`src/rtl/sersw_pkg.sv`:
```
package sersw_pkg;

  // positions of the serial-side inputs inside the synchroniser vector
  localparam int IN_SCLK  = 0;
  localparam int IN_SDATA = 1;
  localparam int IN_HOLD  = 2;
  localparam int IN_CLEAR = 3;
  localparam int IN_COUNT = 4;

  // rising edge between two successive synchronised samples
  function automatic logic rose(input logic now_v, input logic was_v);
    return now_v & ~was_v;
  endfunction

  // switch command for one channel from clear, hold, latched and live bits
  function automatic logic chan_cmd(input logic clr, input logic hold,
                                    input logic held_bit, input logic live_bit);
    return ~clr & (hold ? held_bit : live_bit);
  endfunction

endpackage

```
`src/rtl/sersw_sync.sv`:
```
module sersw_sync #(
  parameter int WIDTH  = 4,
  parameter int STAGES = 2
) (
  input  logic             clk,
  input  logic             rst_n,
  input  logic [WIDTH-1:0] async_i,
  output logic [WIDTH-1:0] sync_o,
  output logic [WIDTH-1:0] prev_o
);
  localparam int LAST = STAGES - 1;

  logic [WIDTH-1:0] chain_q [STAGES];
  logic [WIDTH-1:0] prev_q;

  for (genvar s = 0; s < STAGES; s++) begin : g_stage
    if (s == 0) begin : g_first
      always_ff @(posedge clk or negedge rst_n) begin
        if (!rst_n) chain_q[s] <= '0;
        else        chain_q[s] <= async_i;
      end
    end else begin : g_next
      always_ff @(posedge clk or negedge rst_n) begin
        if (!rst_n) chain_q[s] <= '0;
        else        chain_q[s] <= chain_q[s-1];
      end
    end
  end

  always_ff @(posedge clk or negedge rst_n) begin
    if (!rst_n) prev_q <= '0;
    else        prev_q <= chain_q[LAST];
  end

  assign sync_o = chain_q[LAST];
  assign prev_o = prev_q;
endmodule

```
`src/rtl/sersw_shreg.sv`:
```
module sersw_shreg #(
  parameter int NUM_CH = 8
) (
  input  logic              clk,
  input  logic              rst_n,
  input  logic              step_i,
  input  logic              bit_i,
  output logic [NUM_CH-1:0] stages_o
);
  localparam int TOP = NUM_CH - 1;

  function automatic logic [NUM_CH-1:0] shift_in(input logic [NUM_CH-1:0] cur,
                                                  input logic b);
    return {cur[TOP-1:0], b};
  endfunction

  logic [NUM_CH-1:0] stages_q;

  always_ff @(posedge clk or negedge rst_n) begin
    if (!rst_n)      stages_q <= '0;
    else if (step_i) stages_q <= shift_in(stages_q, bit_i);
  end

  assign stages_o = stages_q;
endmodule

```
`src/rtl/sersw_hold.sv`:
```
module sersw_hold
  import sersw_pkg::*;
#(
  parameter int NUM_CH = 8
) (
  input  logic              clk,
  input  logic              rst_n,
  input  logic              hold_i,
  input  logic              clear_i,
  input  logic [NUM_CH-1:0] stages_i,
  output logic [NUM_CH-1:0] sw_o
);
  logic [NUM_CH-1:0] held_q;

  // one independent latch cell per channel
  for (genvar ch = 0; ch < NUM_CH; ch++) begin : g_chan
    always_ff @(posedge clk or negedge rst_n) begin
      if (!rst_n)       held_q[ch] <= 1'b0;
      else if (clear_i) held_q[ch] <= 1'b0;
      else if (!hold_i) held_q[ch] <= stages_i[ch];
    end
    assign sw_o[ch] = chan_cmd(clear_i, hold_i, held_q[ch], stages_i[ch]);
  end
endmodule

```
`src/rtl/sersw_ctrl.sv`:
```
module sersw_ctrl
  import sersw_pkg::*;
#(
  parameter int NUM_CH      = 8,
  parameter int SYNC_STAGES = 2
) (
  input  logic              clk,
  input  logic              rst_n,
  input  logic              sclk_i,
  input  logic              sdata_i,
  input  logic              latch_hold_i,
  input  logic              clear_i,
  output logic [NUM_CH-1:0] sw_o,
  output logic              sdo_o
);
  localparam int TOP = NUM_CH - 1;

  logic [IN_COUNT-1:0] raw_in;
  logic [IN_COUNT-1:0] syn_in;
  logic [IN_COUNT-1:0] syn_prev;

  // named internal events, also used by the bound checker
  logic              sclk_rise;
  logic              data_s;
  logic              hold_s;
  logic              clr_s;
  logic [NUM_CH-1:0] shreg_q;

  always_comb begin
    raw_in           = '0;
    raw_in[IN_SCLK]  = sclk_i;
    raw_in[IN_SDATA] = sdata_i;
    raw_in[IN_HOLD]  = latch_hold_i;
    raw_in[IN_CLEAR] = clear_i;
  end

  sersw_sync #(.WIDTH(IN_COUNT), .STAGES(SYNC_STAGES)) u_sync (
    .clk    (clk),
    .rst_n  (rst_n),
    .async_i(raw_in),
    .sync_o (syn_in),
    .prev_o (syn_prev)
  );

  assign sclk_rise = rose(syn_in[IN_SCLK], syn_prev[IN_SCLK]);
  assign data_s    = syn_in[IN_SDATA];
  assign hold_s    = syn_in[IN_HOLD];
  assign clr_s     = syn_in[IN_CLEAR];

  sersw_shreg #(.NUM_CH(NUM_CH)) u_shreg (
    .clk     (clk),
    .rst_n   (rst_n),
    .step_i  (sclk_rise),
    .bit_i   (data_s),
    .stages_o(shreg_q)
  );

  sersw_hold #(.NUM_CH(NUM_CH)) u_hold (
    .clk     (clk),
    .rst_n   (rst_n),
    .hold_i  (hold_s),
    .clear_i (clr_s),
    .stages_i(shreg_q),
    .sw_o    (sw_o)
  );

  assign sdo_o = shreg_q[TOP];
endmodule

```
`config.mk`:
```
export PLATFORM = sky130hd
export DESIGN_NAME = sersw_ctrl
export DESIGN_NICKNAME = d
export VERILOG_FILES = /design/src/rtl/sersw_pkg.sv /design/src/rtl/sersw_sync.sv /design/src/rtl/sersw_shreg.sv /design/src/rtl/sersw_hold.sv /design/src/rtl/sersw_ctrl.sv
export SDC_FILE = /design/constraint.sdc
export NUM_CORES = 1
export LEC_CHECK = 0
export ABC_AREA = 0
export ABC_CLOCK_PERIOD_IN_PS = 1200
export BUFFER_PORTS_ARGS = -buffer_cell sky130_fd_sc_hd__buf_4
export CAP_MARGIN = 20
export CORE_MARGIN = 2
export CORE_UTILIZATION = 48
export DETAILED_ROUTE_END_ITERATION = 8
export GPL_ROUTABILITY_DRIVEN = 0
export HOLD_SLACK_MARGIN = 0.06
export PLACE_DENSITY_LB_ADDON = 0.2
export SLEW_MARGIN = 10
export SYNTH_ARGS = -nofsm -noshare
export SYNTH_HDL_FRONTEND = slang
export SYNTH_HIERARCHICAL = 1
export SYNTH_SLANG_ARGS = --single-unit
```
`constraint.sdc`:
```
create_clock -name clk -period 1.2 [get_ports clk]
set_input_delay 0.18 -clock clk [delete_from_list [all_inputs] [get_ports clk]]
set_output_delay 0.18 -clock clk [all_outputs]
set_load 0.01 [all_outputs]
```
==> results.toml, run 1 <==
[finish]
synthToLayoutAreaGrowth_pct = 21.8
nFillCells = 151
num_antenna_cells = 0
drive_above_1_share_pct = 41.6
stdcell_count = 102
nets = 84
final_area_sq_um = 1130

[floorplanning]
coreArea_sq_um = 1760
pin_count = 15
start_util_pct = 52.5
die_area_sq_um = 2300
die_x_um = 47.9
die_h_um = 47.9
rows = 15

[timing]
period_minus_slack_ns = 1.46
fmax_ghz = 0.687
slew_violations = 0
hold_slack_ns = 0.280
post-route-period-util_pct = 121
fin_skew_ns = 0.0102
hold_violations = 0
fin_ws_ns = -0.257
tightest_slew_ns = 0.300
final-setup-viol-count = 8
relSlewSlack_pct = 80.0
rsz0062_at_grt = "true"

[worst_setup_path]
worstPathRequired_ns = 1.02
cp_cell_sequence = "mux2i_1 -> nor2_1 -> buf_4"
path_max_fanout = 8
worst_path_max_delay_cell = "dfrtp_2"
critPathCaptureType = "output pin"
arrival_ns = 1.28
critPathTopFamily = "flip-flops"
critical_path_class = "flip-flop to output pin"
cpPeakStageDelay_ns = 0.52
r2r_setup_slack_ns = 0.05
cp_num_buf_inv = 1
start_kind = "flip-flop"

[yosys]
synth_area_per_cell_sq_um = 16.2
syn_inst = 57
yosysWarnings = 6
syn_nets = 63
syn_area_sq_um = 926

[clock_network]
htree_levels = 1
cts.sinks = 25
path_clk_slew_ns = 0.13
cts_tree = "built"
clockBufferDepth = 2
clock_latency_ns = 0.31
root_buffer = "clkbuf_4"
cts_buffers = 3

[run_status]
status = "finished with violations"
violations = "negative setup slack"

[power]
seq_power_share_pct = 58.0
power.internal_w = 0.00144
ir_drop_v = 0.00100
p_sw_share_pct = 25.5
share_comb_of_total_power_pct = 23.6
fin_total_pwr_w = 0.00193
power_density_nw_per_um2 = 1710
p_leak_nw = 0.569
clock_power_share_pct = 18.4
p_switching_w = 0.000494

[detailed_routing]
dr.pass1.iters = 4
ant_nets = 0
routed_wl_mm = 1.22
vias = 472
wl_per_cell_um = 12.0
viasPerCell = 4.63
drc = 0
drt_iter0_drc = 2

[placed_design]
dp_slack_ns = -0.0473
placed_area_sq_um = 1010
dp_cells = 89
io_buffers = 14
hpwl_um = 788

[global_route]
antenna_found_initial = 0
grt_max_degree = 26
grt_use_total_pct = 13.1
grt_overflow = 0
grt_pass1_wl_mm = 1.95
grt_pass1_vias = 436

[run]
cap_violations = 0

[min_path]
hp-class = "input pin to asynchronous set/reset pin"
[metrics by stage]
step                      utilization [%]  setup TNS [ns]
after floorplan                         -               0
after global placement               57.0          -0.144
after detailed placement             57.0          -0.305
after CTS                            62.3           -2.19
after global routing                 63.9           -2.80
final                                63.9           -1.97
[power groups by stage]
stage               Clock (W)  Combinational, W  Sequential (W)
finish               0.000355          0.000456         0.00112
CTS                  0.000381          0.000445         0.00112
detailed placement          0          0.000413         0.00114
global route         0.000410          0.000499         0.00114
global placement            0          0.000407         0.00114
floorplan                   0          0.000292         0.00110
[layout by cell type (no fill, tap or decap), drive strengths merged]
master,instances
mux2,8
nor2b,1
dfrtp,25
clkinv,1
clkbuf,3
mux2i,8
nor2,8
dlygate4sd3,5
buf,18
[worst paths after layout]
check | start | to | cells after the start
max in group asynchronous | rst_n | u_sync/sync_o[2]$_DFF_PN0_ | 2
min in group clk | u_sync/chain_q[7]$_DFF_PN0_ | u_sync/sync_o[3]$_DFF_PN0_ | 0
max reg2reg | u_sync/sync_o[2]$_DFF_PN0_ | u_hold/held_q[7]$_DFF_PN0_ | 4
max | u_sync/sync_o[2]$_DFF_PN0_ | sw_o[0] | 3
min reg2reg | u_sync/chain_q[7]$_DFF_PN0_ | u_sync/sync_o[3]$_DFF_PN0_ | 0
min | rst_n | u_hold/held_q[5]$_DFF_PN0_ | 2
[sequential cells by signal, indices dropped and copies added, names as in the netlist]
register,flops
u_shreg/stages_o,8
u_sync/sync_o,4
u_hold/held_q,8
u_sync/chain_q,4
u_sync/prev_o,1
[worst reg2reg max path, delay by kind of cell (launching register included)]
family	cells	cell delay [ns]
buf+inv	2	0.26
mux	1	0.21
simple gates	1	0.07
flops	1	0.52
[metal layers]
metal | wire [um] | global-route usage (%) | part of all wire (%)
met1 | 619 | 17.5 | 51
met2 | 513 | 18.4 | 42
met3 | 52 | 2.26 | 4.3
met4 | 37 | 11.4 | 3.0
met5 | 0 | 0 | 0
[repair_timing]
item,CTS,global route
setup buffers,2,2
endpoints found under the hold margin,29,0
pin swaps,3,5
endpoints found under the setup margin,8,9
hold buffers,5,0
gates resized for setup,1,0
[layout make-up]
class | instances | area [sq um] | share of cell area, %
sequential | 25 | 627 | 55.6
multi-input combinational | 25 | 244 | 21.6
timing repair buffer | 23 | 198 | 17.5
tap | 25 | 31.3 | 2.77
clock buffer | 3 | 22.5 | 2.00
clock inverter | 1 | 5.00 | 0.444
Note: power is estimated with default switching activity, not from simulation.
==> run 2, diff against run 1 <==
- CORE_UTILIZATION: 48 -> 51
- CTS_BUF_LIST: not set -> sky130_fd_sc_hd__clkbuf_8
- GPL_ROUTABILITY_DRIVEN: 0 -> not set
==> run 2 against run 1 <==
  * The run still ends with negative setup slack left
  * First-iteration DRC count rose by 50%
  * Clock skew fell by 0.00078 ns
  * Flip-flop and latch count stayed put
  * Total power is 6.3% higher
  * Register-to-register slack better by 0.07 ns
  * Clock-buffer cell count is the same
  * Critical path type unchanged
  * Largest power group unchanged
  * Highest routed layer unchanged
==> results.toml, run 2 (synthesis results as in run 1) <==
[power]
clock_power_share_pct = 23.2
power.internal_w = 0.00153
seq_power_share_pct = 54.9
ir_drop_v = 0.00125
p_leak_nw = 0.564
p_sw_share_pct = 25.3
share_comb_of_total_power_pct = 21.9
p_switching_w = 0.000519
power_density_nw_per_um2 = 1810

[placed_design]
dp_cells = 89
io_buffers = 14
hpwl_um = 887
finalWeightedCongestion = 0.658

[run]
cap_violations = 0

[floorplanning]
die_x_um = 46.6
die_area_sq_um = 2170
start_util_pct = 54.2
pin_count = 15
die_h_um = 46.6
coreArea_sq_um = 1710
rows = 15

[worst_setup_path]
cp-endpoint = "sw_o[0]"
crit_start = "u_sync/sync_o[2]$_DFF_PN0_"
r2r_setup_slack_ns = 0.12
critPathCaptureType = "output pin"
cpPeakStageDelay_ns = 0.52
r2r_start = "u_sync/prev_o[0]$_DFF_PN0_"
rr_endpoint = "u_shreg/stages_o[0]$_DFFE_PN0P_"
path_max_fanout = 8
cp_cell_sequence = "mux2i_2 -> nor2_2 -> buf_4"
arrival_ns = 1.29
critical_path_class = "flip-flop to output pin"
worst_path_max_delay_cell = "dfrtp_2"
reg2reg_depth = 3
worstPathRequired_ns = 1.02
start_kind = "flip-flop"

[finish]
most-common-layout-cells = "dfrtp_1, buf_4, mux2_4"
num_antenna_cells = 0
synthToLayoutAreaGrowth_pct = 22.8
stdcell_count = 100
nets = 82
layout_commonest_cell = "dfrtp_1"
drive_above_1_share_pct = 42.7

[clock_network]
cts.sinks = 25
root_buffer = "clkbuf_8"
clockBufferDepth = 2
path_clk_slew_ns = 0.09
clock_latency_ns = 0.26
cts_tree = "built"
htree_levels = 1
cts_buffers = 3

[timing]
period_minus_slack_ns = 1.47
final-setup-viol-count = 8
rsz0062_at_grt = "true"
fin_ws_ns = -0.273
hold_slack_ns = 0.341
slew_violations = 0
tightest_slew_ns = 0.302
relSlewSlack_pct = 79.9
post-route-period-util_pct = 123
fin_skew_ns = 0.00939
fmax_ghz = 0.679
hold_violations = 0
tns_ns = -1.73

[global_route]
grt_pass1_vias = 485
antenna_found_initial = 0
grt_pass1_wl_mm = 2.15
grt_overflow = 0
grt_use_total_pct = 15.1
grt_max_degree = 26

[min_path]
hp-class = "input pin to asynchronous set/reset pin"

[detailed_routing]
dr.pass1.iters = 3
wl_per_cell_um = 13.9
routed_wl_mm = 1.39
ant_nets = 0
viasPerCell = 4.62
drc = 0
drt_iter0_drc = 3
vias = 462

[run_status]
status = "finished with violations"
violations = "negative setup slack"
run 2: worst min-delay path by stage:
stage                                 from                               to  slack, ns  cells after the start
2_1_floorplan                        rst_n       u_hold/held_q[0]$_DFF_PN0_      -0.12                      0
3_3_place_gp                         rst_n  u_shreg/stages_o[7]$_DFFE_PN0P_       0.09                      1
3_5_place_dp                         rst_n  u_shreg/stages_o[7]$_DFFE_PN0P_       0.09                      1
4_1_cts                              rst_n  u_shreg/stages_o[5]$_DFFE_PN0P_       0.35                      2
5_1_grt        u_sync/chain_q[4]$_DFF_PN0_       u_sync/sync_o[0]$_DFF_PN0_       0.37                      0
6_report                             rst_n  u_shreg/stages_o[5]$_DFFE_PN0P_       0.34                      2
run 2: power groups by stage:
stage	Combinational, W	Clock, W	Sequential [W]
2_1_floorplan	0.000292	0	0.00110
3_3_place_gp	0.000407	0	0.00114
3_5_place_dp	0.000417	0	0.00114
4_1_cts	0.000444	0.000495	0.00113
5_1_grt	0.000490	0.000533	0.00115
6_report	0.000450	0.000476	0.00113
run 2: repair_timing:
item / 4_1_cts / 5_1_grt
buffers inserted: 1 / 1
endpoints found under the setup margin: 8 / 12
pin swaps: 5 / 3
hold buffers: 5 / 0
gates resized for setup: 1 / 2
hold endpoints to repair: 29 / 0
run 2: cell type report:
type	count	area [sq um]
sequential	25	627
fill	130	571
multi-input combinational	25	250
timing repair buffer	21	183
clock buffer	3	41.3
tap	25	31.3
clock inverter	1	5.00
run 2: critical path: cells and delay by family (launching register included):
kind,cells,cell delay (ns)
buffers and inverters,1,0.15
DFF,1,0.52
muxes,1,0.29
and+or+nand+nor,1,0.07
run 2: stage by stage:
| step | power (W) | utilization [%] | setup WS (ns) | instance area [sq um] |
|---|---|---|---|---|
| final | 0.00205 | 66.6 | -0.273 | 1140 |
| after global routing | 0.00217 | 66.6 | -0.343 | 1140 |
| after CTS | 0.00207 | 65.1 | -0.246 | 1110 |
| after detailed placement | 0.00156 | 58.9 | -0.0186 | 1010 |
| after global placement | 0.00155 | 58.9 | -0.0141 | 1010 |
| after floorplan | 0.00140 | - | 0.0742 | 926 |
run 2: metal layers:
layer	GRT usage (%)	vias up	wire [um]
li1	-	217	-
met1	19.9	233	655
met2	21.9	10	671
met3	4.71	2	47
met4	8.33	0	10
met5	0	-	0
